**src/rtl/blkcfg_pkg.sv**
```systemverilog
package blkcfg_pkg;

  typedef enum logic [2:0] {
    ST_IDLE,
    ST_ADDR,
    ST_ADDR_ACK,
    ST_WBYTE,
    ST_WACK,
    ST_RBYTE,
    ST_RACK
  } xfer_st_e;

  localparam logic [7:0] PAD_BYTE = 8'hFF;

endpackage

```
**src/rtl/blkcfg_line_filter.sv**
```systemverilog
module blkcfg_line_filter #(
  parameter int FILT_LEN = 4
) (
  input  logic clk,
  input  logic rst_n,
  input  logic raw_i,
  output logic filt_o
);
  localparam int CW = $clog2(FILT_LEN + 1);
  localparam logic [CW-1:0] CNT_LAST = CW'(FILT_LEN - 1);

  logic [1:0]    sync_q;
  logic          filt_q;
  logic [CW-1:0] cnt_q;

  always_ff @(posedge clk or negedge rst_n) begin
    if (!rst_n) begin
      sync_q <= 2'b11;
      filt_q <= 1'b1;
      cnt_q  <= '0;
    end else begin
      sync_q <= {sync_q[0], raw_i};
      if (sync_q[1] == filt_q) begin
        cnt_q <= '0;
      end else if (cnt_q == CNT_LAST) begin
        filt_q <= sync_q[1];
        cnt_q  <= '0;
      end else begin
        cnt_q <= cnt_q + 1'b1;
      end
    end
  end

  assign filt_o = filt_q;


  glitch_filter_chk: assert property (@(posedge clk) disable iff (!rst_n)
    (filt_q != $past(filt_q)) |-> ($past(sync_q[1]) == filt_q));

endmodule

```
**src/rtl/blkcfg_bus_events.sv**
```systemverilog
module blkcfg_bus_events (
  input  logic clk,
  input  logic rst_n,
  input  logic scl_f_i,
  input  logic sda_f_i,
  output logic scl_rise_o,
  output logic scl_fall_o,
  output logic start_o,
  output logic stop_o
);
  logic scl_q, sda_q;

  always_ff @(posedge clk or negedge rst_n) begin
    if (!rst_n) begin
      scl_q <= 1'b1;
      sda_q <= 1'b1;
    end else begin
      scl_q <= scl_f_i;
      sda_q <= sda_f_i;
    end
  end

  assign scl_rise_o = scl_f_i & ~scl_q;
  assign scl_fall_o = ~scl_f_i & scl_q;
  assign start_o    = scl_f_i & scl_q & sda_q & ~sda_f_i;
  assign stop_o     = scl_f_i & scl_q & ~sda_q & sda_f_i;

endmodule

```
**src/rtl/blkcfg_regbank.sv**
```systemverilog
module blkcfg_regbank #(
  parameter int NBYTES = 6,
  parameter logic [8*NBYTES-1:0] CFG_RESET = {{(NBYTES-1){8'hFF}}, 8'h00},
  localparam int IDX_W = $clog2(NBYTES + 2)
) (
  input  logic               clk,
  input  logic               rst_n,
  input  logic               wr_en_i,
  input  logic [IDX_W-1:0]   wr_idx_i,
  input  logic [7:0]         wr_data_i,
  input  logic [IDX_W-1:0]   rd_idx_i,
  output logic [7:0]         rd_data_o,
  output logic [8*NBYTES-1:0] cfg_o
);
  logic [7:0] byte_q [NBYTES];

  for (genvar k = 0; k < NBYTES; k++) begin : g_byte
    always_ff @(posedge clk or negedge rst_n) begin
      if (!rst_n)
        byte_q[k] <= CFG_RESET[8*k +: 8];
      else if (wr_en_i && (wr_idx_i == IDX_W'(k)))
        byte_q[k] <= wr_data_i;
    end
    assign cfg_o[8*k +: 8] = byte_q[k];
  end

  always_comb begin
    rd_data_o = '0;
    for (int k = 0; k < NBYTES; k++)
      if (rd_idx_i == IDX_W'(k)) rd_data_o = byte_q[k];
  end


  hold_when_idle_chk: assert property (@(posedge clk) disable iff (!rst_n)
    !wr_en_i |=> $stable(cfg_o));


  wr_in_range_chk: assert property (@(posedge clk) disable iff (!rst_n)
    wr_en_i |-> (wr_idx_i < IDX_W'(NBYTES)));

endmodule

```
**src/rtl/blkcfg_engine.sv**
```systemverilog
module blkcfg_engine
  import blkcfg_pkg::*;
#(
  parameter int NBYTES = 6,
  parameter logic [6:0] DEV_ADDR = 7'h69,
  localparam int IDX_W = $clog2(NBYTES + 2),
  localparam int PTR_W = $clog2(NBYTES + 3)
) (
  input  logic             clk,
  input  logic             rst_n,
  input  logic             scl_f_i,
  input  logic             sda_f_i,
  input  logic             scl_rise_i,
  input  logic             scl_fall_i,
  input  logic             start_i,
  input  logic             stop_i,
  output logic             sda_oe_o,
  output logic             wr_en_o,
  output logic [IDX_W-1:0] wr_idx_o,
  output logic [7:0]       wr_data_o,
  output logic [IDX_W-1:0] rd_idx_o,
  input  logic [7:0]       rd_data_i
);
  localparam logic [PTR_W-1:0] W_LIMIT = PTR_W'(NBYTES + 2);
  localparam logic [PTR_W-1:0] R_LAST  = PTR_W'(NBYTES);
  localparam logic [PTR_W-1:0] DUMMIES = PTR_W'(2);

  xfer_st_e         st_q;
  logic [7:0]       shreg_q;
  logic [2:0]       bitcnt_q;
  logic             byte_done_q;
  logic             is_read_q;
  logic             host_ack_q;
  logic             oe_q;
  logic [PTR_W-1:0] w_ptr_q;
  logic [PTR_W-1:0] rd_ptr_q;
  logic [PTR_W-1:0] tx_sel;
  logic [7:0]       tx_byte;

  // byte chosen for transmission: count, bank byte, or padding
  always_comb begin
    tx_sel   = (st_q == ST_ADDR_ACK) ? '0 : rd_ptr_q;
    rd_idx_o = IDX_W'(tx_sel - 1'b1);
    if (tx_sel == '0)          tx_byte = 8'(NBYTES);
    else if (tx_sel <= R_LAST) tx_byte = rd_data_i;
    else                       tx_byte = PAD_BYTE;
  end

  assign wr_en_o   = (st_q == ST_WBYTE) && scl_fall_i && byte_done_q &&
                     !start_i && !stop_i &&
                     (w_ptr_q >= DUMMIES) && (w_ptr_q < W_LIMIT);
  assign wr_idx_o  = IDX_W'(w_ptr_q - DUMMIES);
  assign wr_data_o = shreg_q;

  always_ff @(posedge clk or negedge rst_n) begin
    if (!rst_n) begin
      st_q        <= ST_IDLE;
      shreg_q     <= '0;
      bitcnt_q    <= '0;
      byte_done_q <= 1'b0;
      is_read_q   <= 1'b0;
      host_ack_q  <= 1'b0;
      oe_q        <= 1'b0;
      w_ptr_q     <= '0;
      rd_ptr_q    <= '0;
    end else if (start_i) begin
      st_q        <= ST_ADDR;
      bitcnt_q    <= '0;
      byte_done_q <= 1'b0;
      oe_q        <= 1'b0;
    end else if (stop_i) begin
      st_q        <= ST_IDLE;
      byte_done_q <= 1'b0;
      oe_q        <= 1'b0;
    end else begin
      case (st_q)
        ST_ADDR, ST_WBYTE: begin
          if (scl_rise_i && !byte_done_q) begin
            shreg_q <= {shreg_q[6:0], sda_f_i};
            if (bitcnt_q == 3'd7) byte_done_q <= 1'b1;
            else                  bitcnt_q    <= bitcnt_q + 1'b1;
          end else if (scl_fall_i && byte_done_q) begin
            byte_done_q <= 1'b0;
            bitcnt_q    <= '0;
            if (st_q == ST_ADDR) begin
              if (shreg_q[7:1] == DEV_ADDR) begin
                oe_q      <= 1'b1;
                is_read_q <= shreg_q[0];
                w_ptr_q   <= '0;
                st_q      <= ST_ADDR_ACK;
              end else begin
                st_q <= ST_IDLE;
              end
            end else if (w_ptr_q < W_LIMIT) begin
              oe_q    <= 1'b1;
              w_ptr_q <= w_ptr_q + 1'b1;
              st_q    <= ST_WACK;
            end else begin
              st_q <= ST_IDLE;
            end
          end
        end
        ST_ADDR_ACK: begin
          if (scl_fall_i) begin
            if (is_read_q) begin
              shreg_q  <= tx_byte;
              oe_q     <= ~tx_byte[7];
              rd_ptr_q <= PTR_W'(1);
              bitcnt_q <= '0;
              st_q     <= ST_RBYTE;
            end else begin
              oe_q <= 1'b0;
              st_q <= ST_WBYTE;
            end
          end
        end
        ST_WACK: begin
          if (scl_fall_i) begin
            oe_q <= 1'b0;
            st_q <= ST_WBYTE;
          end
        end
        ST_RBYTE: begin
          if (scl_fall_i) begin
            if (bitcnt_q == 3'd7) begin
              oe_q     <= 1'b0;
              bitcnt_q <= '0;
              st_q     <= ST_RACK;
            end else begin
              shreg_q  <= {shreg_q[6:0], 1'b0};
              oe_q     <= ~shreg_q[6];
              bitcnt_q <= bitcnt_q + 1'b1;
            end
          end
        end
        ST_RACK: begin
          if (scl_rise_i) begin
            host_ack_q <= ~sda_f_i;
          end else if (scl_fall_i) begin
            if (host_ack_q) begin
              shreg_q <= tx_byte;
              oe_q    <= ~tx_byte[7];
              if (rd_ptr_q <= R_LAST) rd_ptr_q <= rd_ptr_q + 1'b1;
              st_q    <= ST_RBYTE;
            end else begin
              st_q <= ST_IDLE;
            end
          end
        end
        default: ;
      endcase
    end
  end

  assign sda_oe_o = oe_q;


  drive_on_low_chk: assert property (@(posedge clk) disable iff (!rst_n)
    (oe_q && !$past(oe_q)) |-> !scl_f_i);


  release_high_chk: assert property (@(posedge clk) disable iff (!rst_n)
    (!oe_q && $past(oe_q) && scl_f_i) |-> $past(start_i || stop_i));

endmodule

```
**src/rtl/blkcfg_i2c_slave.sv**
```systemverilog
module blkcfg_i2c_slave #(
  parameter int NBYTES = 6,
  parameter int FILT_LEN = 4,
  parameter logic [6:0] DEV_ADDR = 7'h69,
  parameter logic [8*NBYTES-1:0] CFG_RESET = {{(NBYTES-1){8'hFF}}, 8'h00}
) (
  input  logic                clk,
  input  logic                rst_n,
  input  logic                scl_i,
  input  logic                sda_i,
  output logic                sda_o,
  output logic                sda_oe_o,
  output logic [8*NBYTES-1:0] cfg_o
);
  localparam int IDX_W = $clog2(NBYTES + 2);
  localparam int NLINES = 2;

  logic [NLINES-1:0] raw_lines, filt_lines;
  logic scl_rise, scl_fall, start_w, stop_w;
  logic wr_en;
  logic [IDX_W-1:0] wr_idx, rd_idx;
  logic [7:0] wr_data, rd_data;

  assign raw_lines = {sda_i, scl_i};

  for (genvar g = 0; g < NLINES; g++) begin : g_line
    blkcfg_line_filter #(.FILT_LEN(FILT_LEN)) u_filt (
      .clk    (clk),
      .rst_n  (rst_n),
      .raw_i  (raw_lines[g]),
      .filt_o (filt_lines[g])
    );
  end

  blkcfg_bus_events u_evt (
    .clk        (clk),
    .rst_n      (rst_n),
    .scl_f_i    (filt_lines[0]),
    .sda_f_i    (filt_lines[1]),
    .scl_rise_o (scl_rise),
    .scl_fall_o (scl_fall),
    .start_o    (start_w),
    .stop_o     (stop_w)
  );

  blkcfg_engine #(.NBYTES(NBYTES), .DEV_ADDR(DEV_ADDR)) u_eng (
    .clk        (clk),
    .rst_n      (rst_n),
    .scl_f_i    (filt_lines[0]),
    .sda_f_i    (filt_lines[1]),
    .scl_rise_i (scl_rise),
    .scl_fall_i (scl_fall),
    .start_i    (start_w),
    .stop_i     (stop_w),
    .sda_oe_o   (sda_oe_o),
    .wr_en_o    (wr_en),
    .wr_idx_o   (wr_idx),
    .wr_data_o  (wr_data),
    .rd_idx_o   (rd_idx),
    .rd_data_i  (rd_data)
  );

  blkcfg_regbank #(.NBYTES(NBYTES), .CFG_RESET(CFG_RESET)) u_bank (
    .clk       (clk),
    .rst_n     (rst_n),
    .wr_en_i   (wr_en),
    .wr_idx_i  (wr_idx),
    .wr_data_i (wr_data),
    .rd_idx_i  (rd_idx),
    .rd_data_o (rd_data),
    .cfg_o     (cfg_o)
  );

  assign sda_o = 1'b0;


  start_release_chk: assert property (@(posedge clk) disable iff (!rst_n)
    start_w |=> !sda_oe_o);

endmodule

```
**config.mk**
```make
export PLATFORM = sky130hd
export DESIGN_NAME = blkcfg_i2c_slave
export DESIGN_NICKNAME = d
export VERILOG_FILES = /design/src/rtl/blkcfg_pkg.sv /design/src/rtl/blkcfg_line_filter.sv /design/src/rtl/blkcfg_bus_events.sv /design/src/rtl/blkcfg_regbank.sv /design/src/rtl/blkcfg_engine.sv /design/src/rtl/blkcfg_i2c_slave.sv
export SDC_FILE = /design/constraint.sdc
export NUM_CORES = 1
export LEC_CHECK = 0
export ABC_AREA = 1
export BUFFER_PORTS_ARGS = -buffer_cell sky130_fd_sc_hd__buf_2
export CORE_ASPECT_RATIO = 1.25
export CORE_UTILIZATION = 58
export CTS_BUF_LIST = sky130_fd_sc_hd__clkbuf_8
export DETAILED_ROUTE_END_ITERATION = 12
export PLACE_DENSITY = 0.79
export SLEW_MARGIN = 20
export SYNTH_ARGS = -nofsm -noshare
export SYNTH_HDL_FRONTEND = slang
export SYNTH_SLANG_ARGS = --single-unit
```
**constraint.sdc**
```tcl
create_clock -name clk -period 3.3 [get_ports clk]
set_input_delay 0.99 -clock clk [delete_from_list [all_inputs] [get_ports clk]]
set_output_delay 0.99 -clock clk [all_outputs]
set_load 0.02 [all_outputs]
```
==> results of run 1 <==
worst paths after layout:
path | from | to | slack, ps | depth (start not counted)
max | u_eng.st_q[2]$_DFFE_PN0P_ | u_bank.cfg_o[31]$_DFFE_PN1P_ | 960 | 7
max reg2reg | u_eng.st_q[2]$_DFFE_PN0P_ | u_bank.cfg_o[31]$_DFFE_PN1P_ | 960 | 7
min reg2reg | g_line[1].u_filt.sync_q[0]$_DFF_PN1_ | g_line[1].u_filt.sync_q[1]$_DFF_PN1_ | 370 | 0
min in group asynchronous | rst_n | u_bank.cfg_o[4]$_DFFE_PN0P_ | 610 | 1
min | g_line[1].u_filt.sync_q[0]$_DFF_PN1_ | g_line[1].u_filt.sync_q[1]$_DFF_PN1_ | 370 | 0
max in group asynchronous | rst_n | u_bank.cfg_o[41]$_DFFE_PN1P_ | 1980 | 2
sequential cells by signal, summed over array words and instances, names as in the netlist, 3 cells and up:
signal	count
g_line.u_filt.sync_q	4
u_eng.wr_data_o	8
u_eng.rd_ptr_q	4
u_eng.w_ptr_q	4
u_eng.st_q	3
g_line.u_filt.cnt_q	6
u_bank.cfg_o	48
u_eng.bitcnt_q	3
power groups by stage:
stage / Combinational (mW) / Clock [mW] / Sequential (mW)
2_1_floorplan: 0.989 / 0 / 1.44
3_3_place_gp: 1.17 / 0 / 1.55
3_5_place_dp: 1.19 / 0 / 1.57
4_1_cts: 1.21 / 0.895 / 1.55
5_1_grt: 1.39 / 0.943 / 1.58
6_report: 1.21 / 0.887 / 1.56
kinds of logic after synthesis:
logic type,count (synthesis),share of synthesized area
other cells,1,0.000823
fa+ha+maj,12,0.0329
buf+inv,76,0.0727
compound gates,111,0.127
flops,88,0.496
simple gates,270,0.262
mux,1,0.00220
xor+xnor,3,0.00577
placed cells by master (no fill, tap or decap), types with 2 or more instances in the layout:
cell type  instances
o22ai_1            2
nand4_2            2
dfrtp_1           40
nor3_1             6
buf_2             51
nand2_1          158
o211ai_1           3
dfstp_2           48
a21oi_1           37
inv_2              4
o21ai_1            6
ha_1              12
nand3_1           24
buf_4              3
bufinv_16          3
o21ai_0           57
inv_1             60
nor2_1            57
clkbuf_8           9
nor3b_1            2
nand4_1           10
nor2_2             2
nor2_4             3
xnor2_1            2
a211oi_1           2
through the flow:
stage	std cells	power, mW	cell area [µm²]
after floorplan	562	2.43	4560
after global placement	695	2.72	4870
after detailed placement	695	2.76	4870
after CTS	711	3.65	5110
after global routing	711	3.91	5110
final	711	3.65	5110
metal layers:
metal | vias up | track usage | share of wire
li1 | 1935 | - | -
met1 | 1911 | 0.372 | 0.41
met2 | 152 | 0.507 | 0.50
met3 | 37 | 0.0425 | 0.047
met4 | 0 | 0.165 | 0.044
met5 | - | 0 | 0
final cells by class:
cell class | instances | area, µm²
Tap cell | 92 | 115
Timing Repair Buffer | 55 | 298
Sequential cell | 88 | 2260
Clock inverter | 7 | 114
Clock buffer | 9 | 124
Fill cell | 633 | 2380
Inverter | 62 | 233
Multi-Input combinational cell | 398 | 1960
critical path: cells and delay by family (launching register included):
family,cells,cell delay (ps)
AND/OR/NAND/NOR,5,1500
buffers and inverters,1,90
AO/OA/AOI/OAI,1,90
flip-flops,1,570
==> qor_table.md, run 1 <==
| Result | Reported |
|:---|:---|
| Clock edge transition at the registers on the reported setup and hold paths | 90 ps |
| Initial drt markers | 231 |
| Unrepaired setup endpoints after global routing | no |
| Most numerous cell types in the synthesized netlist | nand2_1 (158), inv_1 (58), nor2_1 (57), o21ai_0 (57), dfstp_2 (48) |
| Total number of H-tree levels | 3 |
| Worst-case vdd ir drop | 0.591 mV |
| Proportion of layout cells with a drive suffix above 1 | 0.215 |
| Post-synthesis async set-or-reset flop share | 1.00 |
| Overall die height | 101 µm |
| Distinct cell type count after synthesis | 39 |
| Post-route worst hold slack | 371 ps |
| Initial Utilization | 0.609 |
| Num Clock Sinks | 88 |
| Number of clock buffers inserted by TritonCTS | 9 |
| Total power density per cell area | 715 nW/µm² |
| Signed area change from the synthesized netlist to the final layout | 12.1% |
| Total die area | 8220 µm² |
| Site Rows | 35 |
| Total of cells resized after clock tree synthesis | 0 |
| Final setup violation count | 0 |
| Net Switching | 1.50 mW |
| Clock Root Buffer | clkbuf_8 |
| Slowest CP cell | dfrtp_1 |
| Top FF cell, synth | dfstp_2 |
| Nets in the synthesized netlist | 578 |
| Maximum fanout encountered on the critical timing path | 26 |
| CP startpoint kind | register |
| Max capacitance violation total | 0 |
| Maximum buffer depth of the clock tree | 2 |
| Highest clock frequency the design can meet | 0.427 GHz |
| First-pass GRT wire length | 18,600 µm |
| Post-CTS Setup Bufs | 0 |
| Worst Setup End Kind | register |
| Post-placement setup slack | 993 ps |
| Post-synthesis cell type with the largest combined area | dfstp_2 |
| Pin slew with the least headroom to its limit | 682 ps |
| Required time at the worst-slack endpoint | 3580 ps |
| Final min period | 2340 ps |
| Wire per inst | 15.7 µm |
| Antenna diode count | 0 |
| Register area share after synthesis | 0.496 |
| Sw Share | 0.410 |
| Count of antenna-violating nets left after detailed routing | 0 |
| Arrival @ worst endpoint | 2620 ps |
| Area share of the leading cell type in the synthesized netlist | 0.277 |
| Worst-case clock skew | 9.70 ps |
| Area contributors post-synth | dfstp_2 (28%), dfrtp_1 (22%), nand2_1 (13%) |
| Maximum number of pins on one net before global-route repair | 44 |
| Int Power | 2.15 mW |
| Slowest cell delay on critical path | 570 ps |
| Antenna violations before repair | 0 |
| Count of flip-flops with a built-in enable after synthesis | 0 |
| Global Route Usage Sum | 0.303 |
| Count of TritonRoute iterations in the first routing pass | 5 |
| GRT overflow | 0 |
| Run status | complete, no violations |
| Post-layout utilization of the core | 0.682 |
| Final-report hold violation count | 0 |
| Sequential group share of total power | 0.426 |
| Total length of routed wires | 11,200 µm |
| Instance count of the mapped netlist | 562 |
| Part of the total power dissipated in the clock network | 0.243 |
| Static Leakage | 2.56 nW |
| DRC errors left | 0 |
| Share of the clock period used by the worst path | 0.709 |
| Post-DR vias/cell | 5.68 |
| Comb pwr share | 0.331 |
| WS Path Type | register to register |
| Via total after detailed routing | 4,035 |
| Number of max-slew violations in the final report | 0 |
| HPWL reported at the end of detailed placement | 8300 µm |
| Post-Syn Area | 4560 µm² |
| Worst min path class | register to register |
| Worst path setup slack after routing | 959 ps |
| Synthesized area per cell | 8.11 µm² |
| Number of global-route vias before repair | 3,857 |
| Number of primary I/O pins | 54 |
| Synth Warn # | 0 |
| Cell breakdown of the critical path | nor2_8 -> inv_2 -> nor4_4 -> nand3_4 -> nor2_2 -> nand2_1 -> o21ai_0 |
| TritonCTS clock tree | built |
| Leading cell type by number of instances after synthesis | nand2_1 |
| Tightest slew margin relative to the limit | 0.543 |
| Total negative setup slack | 0 ps |
| Count of hold buffers inserted by post-cts repair | 0 |
| Final GP Congestion | 0.885 |
| Register bit total from synthesis | 88 |
| Clock latency on the worst-skew pair | 360 ps |
| Number of port buffers | 52 |
| Horiz. Die Dim | 81.3 µm |
| Standard cell core area | 7490 µm² |
| NumNets Final | 630 |
Power figures use the tool's default switching activity.
==> run 2: changes to the inputs <==
==> constraint.sdc (replaced) <==
create_clock -name clk -period 2.4 [get_ports clk]
set_input_delay 0.72 -clock clk [delete_from_list [all_inputs] [get_ports clk]]
set_output_delay 0.72 -clock clk [all_outputs]
set_load 0.02 [all_outputs]
==> run 2 against run 1 <==
Sequential power up 37%. Combinational power rose by 44%. Flip-flop and latch count unchanged. Core utilization increased by 0.067 points. Global-route usage is 0.16 points higher. Clock power rose by 6.2%.
==> qor_table.md, run 2 (same netlist as run 1, synthesis figures left out) <==
| Result | Reported | Delta |
|:---|:---|:---|
| Final setup violation count | 0 | unchanged |
| Clock Root Buffer | clkbuf_8 | unchanged |
| Final min period | 2210 ps | was 2340 ps |
| Flip-flop count of the largest register after layout | 48 | unchanged |
| Number of primary I/O pins | 54 | unchanged |
| Slowest CP cell | dfstp_2 | was dfrtp_1 |
| Count of TritonRoute iterations in the first routing pass | 5 | unchanged |
| Arrival @ worst endpoint | 2440 ps | was 2620 ps |
| Signed area change from the synthesized netlist to the final layout | 12.2% | was 12.1% |
| Number of clock buffers inserted by TritonCTS | 9 | unchanged |
| Via total after detailed routing | 4,067 | was 4,035 |
| Most used cells in the layout excluding fill and tap cells | nand2_1 (158), inv_1 (58), o21ai_0 (57) | was nand2_1 (158), inv_1 (60), nor2_1 (57), o21ai_0 (57), buf_2 (51) |
| Total power density per cell area | 941 nW/µm² | was 715 nW/µm² |
| Maximum buffer depth of the clock tree | 2 | unchanged |
| Part of the total power dissipated in the clock network | 0.196 | was 0.243 |
| Horiz. Die Dim | 81.3 µm | unchanged |
| GRT overflow | 0 | unchanged |
| Count of hold buffers inserted by post-cts repair | 0 | unchanged |
| Number of port buffers | 52 | unchanged |
| Maximum fanout encountered on the critical timing path | 13 | was 26 |
| Pin slew with the least headroom to its limit | 502 ps | was 682 ps |
| Cell breakdown of the critical path | inv_1 -> nor2_1 -> nand2_1 -> inv_1 -> nand3_4 -> nor2_4 -> nand2_1 -> o21ai_0 | was nor2_8 -> inv_2 -> nor4_4 -> nand3_4 -> nor2_2 -> nand2_1 -> o21ai_0 |
| Sw Share | 0.439 | was 0.410 |
| Final Power | 4.81 mW | was 3.65 mW |
| Worst-case vdd ir drop | 0.699 mV | was 0.591 mV |
| Global Route Usage Sum | 0.304 | was 0.303 |
| Number of max-slew violations in the final report | 0 | unchanged |
| Comb pwr share | 0.362 | was 0.331 |
| Site Rows | 35 | unchanged |
| Unrepaired setup endpoints after global routing | no | unchanged |
| Required time at the worst-slack endpoint | 2630 ps | was 3580 ps |
| Number of global-route vias before repair | 3,960 | was 3,857 |
| Standard cell core area | 7490 µm² | unchanged |
| CP startpoint | u_evt.scl_q$_DFF_PN1_ | was u_eng.st_q[2]$_DFFE_PN0P_ |
| DRC errors left | 0 | unchanged |
| Initial Utilization | 0.609 | unchanged |
| Count of cells along the worst register-to-register path | 8 | was 7 |
| Worst min path class | input pin to asynchronous set/reset pin | was register to register |
| Final Non-Filler Cells | 719 | was 711 |
| Tightest slew margin relative to the limit | 0.664 | was 0.543 |
| WS Path Type | register to register | unchanged |
| Total of fill cells in the finished design | 634 | was 633 |
| Final-report hold violation count | 0 | unchanged |
| Maximum number of pins on one net before global-route repair | 42 | was 44 |
| Initial drt markers | 278 | was 231 |
| Clock edge transition at the registers on the reported setup and hold paths | 100 ps | was 90 ps |
| Proportion of layout cells with a drive suffix above 1 | 0.231 | was 0.215 |
| TritonCTS clock tree | built | unchanged |
| Antenna violations before repair | 0 | unchanged |
| Int Power | 2.70 mW | was 2.15 mW |
| Antenna diode count | 0 | unchanged |
| CP startpoint kind | register | unchanged |
| Beginning of the worst register-to-register path | u_evt.scl_q$_DFF_PN1_ | was u_eng.st_q[2]$_DFFE_PN0P_ |
| Total length of routed wires | 11,500 µm | was 11,200 µm |
| Wire per inst | 16.0 µm | was 15.7 µm |
| Fraction of met1 tracks used by global routing | 0.352 | was 0.372 |
| Final GP Congestion | 0.889 | was 0.885 |
| Post-DR vias/cell | 5.66 | was 5.68 |
| Overall die height | 101 µm | unchanged |
| Setup slack of the most critical reg-to-reg path | 190 ps | was 960 ps |
| Worst-case clock skew | 13.2 ps | was 9.70 ps |
| Slowest cell delay on critical path | 560 ps | was 570 ps |
| Met3 Usage GRT | 0.0407 | was 0.0425 |
| First-pass GRT wire length | 18,800 µm | was 18,600 µm |
| Placed Instances | 700 | was 695 |
| Clock latency on the worst-skew pair | 360 ps | about the same |
| Max capacitance violation total | 0 | unchanged |
| Worst path setup slack after routing | 194 ps | was 959 ps |
| Highest clock frequency the design can meet | 0.453 GHz | was 0.427 GHz |
| NumNets Final | 638 | was 630 |
| Net Switching | 2.11 mW | was 1.50 mW |
| Met2 Use GR | 0.537 | was 0.507 |
| Total negative setup slack | 0 ps | unchanged |
| Total die area | 8220 µm² | unchanged |
| Static Leakage | 2.56 nW | about the same |
| Num Clock Sinks | 88 | unchanged |
| Worst Setup End Kind | register | unchanged |
| Sequential group share of total power | 0.442 | was 0.426 |
| Run status | complete, no violations | unchanged |
| Layer with the highest usage | met2 | unchanged |
| Count of antenna-violating nets left after detailed routing | 0 | unchanged |
| HPWL reported at the end of detailed placement | 8480 µm | was 8300 µm |
| Most common library cell in the layout ignoring fill and taps | nand2_1 | unchanged |
| Share of the clock period used by the worst path | 0.919 | was 0.709 |
| Total number of H-tree levels | 3 | unchanged |
| R2r endpoint | u_bank.cfg_o[19]$_DFFE_PN1P_ | was u_bank.cfg_o[31]$_DFFE_PN1P_ |
| Post-placement setup slack | 150 ps | was 993 ps |
[run 2: cell count changes in the layout (fill, tap and decap cells not counted), sizes merged]
cell      previous run  this run
buf                 55        62
nand3               26        27
clkinvlp             1         2
clkinv               1         4
bufinv               3         0
inv                 64        63
[run 2: power groups by stage]
stage / registers (mW) / logic, mW / clock network (mW)
5_1_grt: 2.16 / 1.98 / 1.00
2_1_floorplan: 1.98 / 1.36 / 0
3_5_place_dp: 2.14 / 1.71 / 0
6_report: 2.13 / 1.74 / 0.942
3_3_place_gp: 2.13 / 1.67 / 0
4_1_cts: 2.12 / 1.73 / 0.944
[run 2: layout make-up]
type / instances / area [µm²] / area share
inverter: 62 / 233 / 0.0455
clock buffer: 9 / 124 / 0.0242
sequential: 88 / 2260 / 0.443
multi-input combinational: 399 / 1980 / 0.387
tap: 92 / 115 / 0.0225
clock inverter: 7 / 47.5 / 0.00930
timing repair buffer: 62 / 350 / 0.0685
[run 2: how the worst max path moves through the flow]
| stage | to | slack (ps) | cells past startpoint |
|---|---|---|---|
| floorplan | u_eng.w_ptr_q[2]$_DFFE_PN0P_ | 660 | 9 |
| global placement | u_eng.sda_oe_o$_DFFE_PN0P_ | 210 | 11 |
| detailed placement | u_bank.cfg_o[25]$_DFFE_PN1P_ | 150 | 7 |
| CTS | u_bank.cfg_o[25]$_DFFE_PN1P_ | 120 | 7 |
| global route | u_bank.cfg_o[19]$_DFFE_PN1P_ | 9 | 8 |
| finish | u_bank.cfg_o[19]$_DFFE_PN1P_ | 190 | 8 |
[run 2: worst max-delay path: cells and delay by family (launching register included)]
family                 cells  cell delay (ps)
and+or+nand+nor            5             1020
DFF                        1              560
buffers and inverters      2              330
AOI/OAI and AO/OA          1              160
[run 2: metrics by stage]
| stage | utilization | instance area [µm²] | hold slack (ps) |
|---|---|---|---|
| 2_1_floorplan | - | 4560 | 345 |
| 3_3_place_gp | 0.656 | 4910 | 347 |
| 3_5_place_dp | 0.656 | 4910 | 348 |
| 4_1_cts | 0.679 | 5080 | 266 |
| 5_1_grt | 0.683 | 5110 | 264 |
| 6_report | 0.683 | 5110 | 251 |
[run 2: repair_timing]
action / CTS / global route
endpoints found under the hold margin: 0 / 0
setup buffers: 0 / 2
gates resized for setup: 0 / 3
setup endpoints to repair: 0 / 14
[run 2: layer usage]
metal	share of wire	wire length (µm)
met1	0.38	4410
met2	0.53	6070
met3	0.046	530
met4	0.041	476
met5	0	0
==> run 3: changes to the inputs <==
--- a/config.mk
+++ b/config.mk
@@ -11,8 +11,7 @@
 export CORE_UTILIZATION = 58
 export CTS_BUF_LIST = sky130_fd_sc_hd__clkbuf_8
 export DETAILED_ROUTE_END_ITERATION = 12
-export PLACE_DENSITY = 0.79
-export SLEW_MARGIN = 20
+export PLACE_DENSITY_LB_ADDON = 0.12
 export SYNTH_ARGS = -nofsm -noshare
 export SYNTH_HDL_FRONTEND = slang
 export SYNTH_SLANG_ARGS = --single-unit
==> constraint.sdc (replaced) <==
create_clock -name clk -period 2.4 [get_ports clk]
set_input_delay 0 -clock clk [delete_from_list [all_inputs] [get_ports clk]]
set_output_delay 0 -clock clk [all_outputs]
set_load 0.02 [all_outputs]
==> run 3 against run 2 <==
Critical endpoint is now u_bank.cfg_o[25]$_DFFE_PN1P_. Clock-buffer cell count unchanged. Clock skew decreased by 4.0 ps. Design area decreased by 0.56%. Setup slack improved by 69 ps. Via count decreased by 2.4%. Largest power group unchanged. Power decreased by 2.6%. Cell count decreased by 0.28%.
==> qor_table.md, run 3 (same netlist as run 1, synthesis figures left out) <==
| Result | Reported | Delta |
|:---|:---|:---|
| Overall die height | 101 µm | unchanged |
| Post-route standard cell area excluding fillers | 5090 µm² | was 5110 µm² |
| Total power density per cell area | 922 nW/µm² | was 941 nW/µm² |
| Post-CTS Setup Bufs | 0 | unchanged |
| Final-report hold violation count | 0 | unchanged |
| Horiz. Die Dim | 81.3 µm | unchanged |
| Maximum number of pins on one net before global-route repair | 55 | was 42 |
| Uppermost layer routed | met4 | unchanged |
| Worst path setup slack after routing | 264 ps | was 194 ps |
| Maximum buffer depth of the clock tree | 2 | unchanged |
| Proportion of layout cells with a drive suffix above 1 | 0.218 | was 0.231 |
| Worst Setup End Kind | register | unchanged |
| Arrival @ worst endpoint | 2410 ps | was 2440 ps |
| Worst-case vdd ir drop | 0.696 mV | was 0.699 mV |
| Wire per inst | 15.4 µm | was 16.0 µm |
| Total number of H-tree levels | 3 | unchanged |
| Final Power | 4.69 mW | was 4.81 mW |
| Clock Root Buffer | clkbuf_8 | unchanged |
| Total negative setup slack | 0 ps | unchanged |
| Clock latency on the worst-skew pair | 350 ps | was 360 ps |
| Antenna diode count | 0 | unchanged |
| Tightest slew margin relative to the limit | 0.625 | was 0.664 |
| Most common library cell in the layout ignoring fill and taps | nand2_1 | unchanged |
| WS Path Type | register to register | unchanged |
| Number of global-route vias before repair | 3,779 | was 3,960 |
| Maximum fanout encountered on the critical timing path | 19 | was 13 |
| Pin slew with the least headroom to its limit | 560 ps | was 502 ps |
| DRC errors left | 0 | unchanged |
| Total of fill cells in the finished design | 624 | was 634 |
| Standard cell core area | 7490 µm² | unchanged |
| Met2 WL | 5680 µm | was 6070 µm |
| Count of antenna-violating nets left after detailed routing | 0 | unchanged |
| Number of port buffers | 52 | unchanged |
| Initial drt markers | 253 | was 278 |
| Static Leakage | 2.56 nW | about the same |
| Final setup violation count | 0 | unchanged |
| Max capacitance violation total | 0 | unchanged |
| Number of primary I/O pins | 54 | unchanged |
| Worst min path class | input pin to asynchronous set/reset pin | unchanged |
| Total die area | 8220 µm² | unchanged |
| Unrepaired setup endpoints after global routing | no | unchanged |
| Via total after detailed routing | 3,969 | was 4,067 |
| NumNets Final | 636 | was 638 |
| Met3 Routed Length | 528 µm | was 530 µm |
| Placement Cell Area | 4890 µm² | was 4910 µm² |
| Most used cells in the layout excluding fill and tap cells | nand2_1 (158), inv_1 (62), o21ai_0 (57) | was nand2_1 (158), inv_1 (58), o21ai_0 (57) |
| Initial Utilization | 0.609 | unchanged |
| Antenna violations before repair | 0 | unchanged |
| TritonCTS clock tree | built | unchanged |
| Signed area change from the synthesized netlist to the final layout | 11.6% | was 12.2% |
| Count of TritonRoute iterations in the first routing pass | 5 | unchanged |
| Highest clock frequency the design can meet | 0.468 GHz | was 0.453 GHz |
| Run status | complete, no violations | unchanged |
| Global Route Usage Sum | 0.296 | was 0.304 |
| Flip-flop count of the largest register after layout | 48 | unchanged |
| Post-route worst hold slack | 137 ps | was 251 ps |
| First-pass GRT wire length | 18,400 µm | was 18,800 µm |
| Post-DR vias/cell | 5.54 | was 5.66 |
| Required time at the worst-slack endpoint | 2680 ps | was 2630 ps |
| Final GP Congestion | 0.938 | was 0.889 |
| HPWL reported at the end of detailed placement | 8190 µm | was 8480 µm |
| Final min period | 2140 ps | was 2210 ps |
| Number of max-slew violations in the final report | 0 | unchanged |
| Site Rows | 35 | unchanged |
| Num Clock Sinks | 88 | unchanged |
| Share of the clock period used by the worst path | 0.890 | was 0.919 |
| GRT overflow | 0 | unchanged |
| Clock edge transition at the registers on the reported setup and hold paths | 90 ps | was 100 ps |
| CP startpoint kind | register | unchanged |
| Metal-1 WL | 4520 µm | was 4410 µm |
| Worst-case clock skew | 9.24 ps | was 13.2 ps |
| Total length of routed wires | 11,100 µm | was 11,500 µm |
| Number of clock buffers inserted by TritonCTS | 9 | unchanged |
| Post-placement setup slack | 223 ps | was 150 ps |
## run 3: report_power, final
group	leakage [nW]	switching [mW]	total [mW]	internal (mW)
Sequential	1.02	0.376	2.13	1.75
Clock	0.0945	0.514	0.874	0.361
Combinational	1.45	1.14	1.69	0.550
## run 3: path summary, 6_finish.rpt
kind / startpoint / endpoint / slack (ps) / cells past startpoint
min in group clk: scl_i / g_line[0].u_filt.sync_q[0]$_DFF_PN1_ / 280 / 2
setup reg to reg: u_eng.st_q[2]$_DFFE_PN0P_ / u_bank.cfg_o[25]$_DFFE_PN1P_ / 260 / 7
max in group asynchronous: rst_n / u_bank.cfg_o[41]$_DFFE_PN1P_ / 1580 / 3
setup / recovery: u_eng.st_q[2]$_DFFE_PN0P_ / u_bank.cfg_o[25]$_DFFE_PN1P_ / 260 / 7
hold / removal: rst_n / u_bank.cfg_o[5]$_DFFE_PN0P_ / 140 / 2
hold reg to reg: g_line[1].u_filt.sync_q[0]$_DFF_PN1_ / g_line[1].u_filt.sync_q[1]$_DFF_PN1_ / 360 / 0
## run 3: cell type report
class                   count  area [µm²]  area share
flip-flops and latches     88        2260       0.445
clock buffers               9         124      0.0244
inverters                  62         233      0.0458
repair buffers             61         350      0.0689
clock inverters             7        33.8     0.00664
well taps                  92         115      0.0226
multi-input cells         398        1970       0.387
## run 3: through the flow
step / util / std cells
floorplan: - / 562
global placement: 0.654 / 698
detailed placement: 0.654 / 698
CTS: 0.679 / 717
global route: 0.679 / 717
finish: 0.679 / 717
## run 3: per-layer routing
layer,global-route usage,up-vias
li1,-,1938
met4,0.130,0
met2,0.506,151
met3,0.0380,29
met1,0.371,1851
met5,0,-
## run 3: what timing repair did
| item | 4_1_cts | 5_1_grt |
|---|---|---|
| gates resized for setup | 0 | 2 |
| endpoints found under the hold margin | 36 | 0 |
| endpoints found under the setup margin | 0 | 6 |
| hold buffers | 3 | 0 |
## run 3: worst max-delay path: stages (launching register included)
cell,delay [ps]
dfrtp_2,520
nor2_8,180
inv_2,80
nor4_4,360
nand3_4,310
nor2_2,410
nand2_1,90
o21ai_0,100
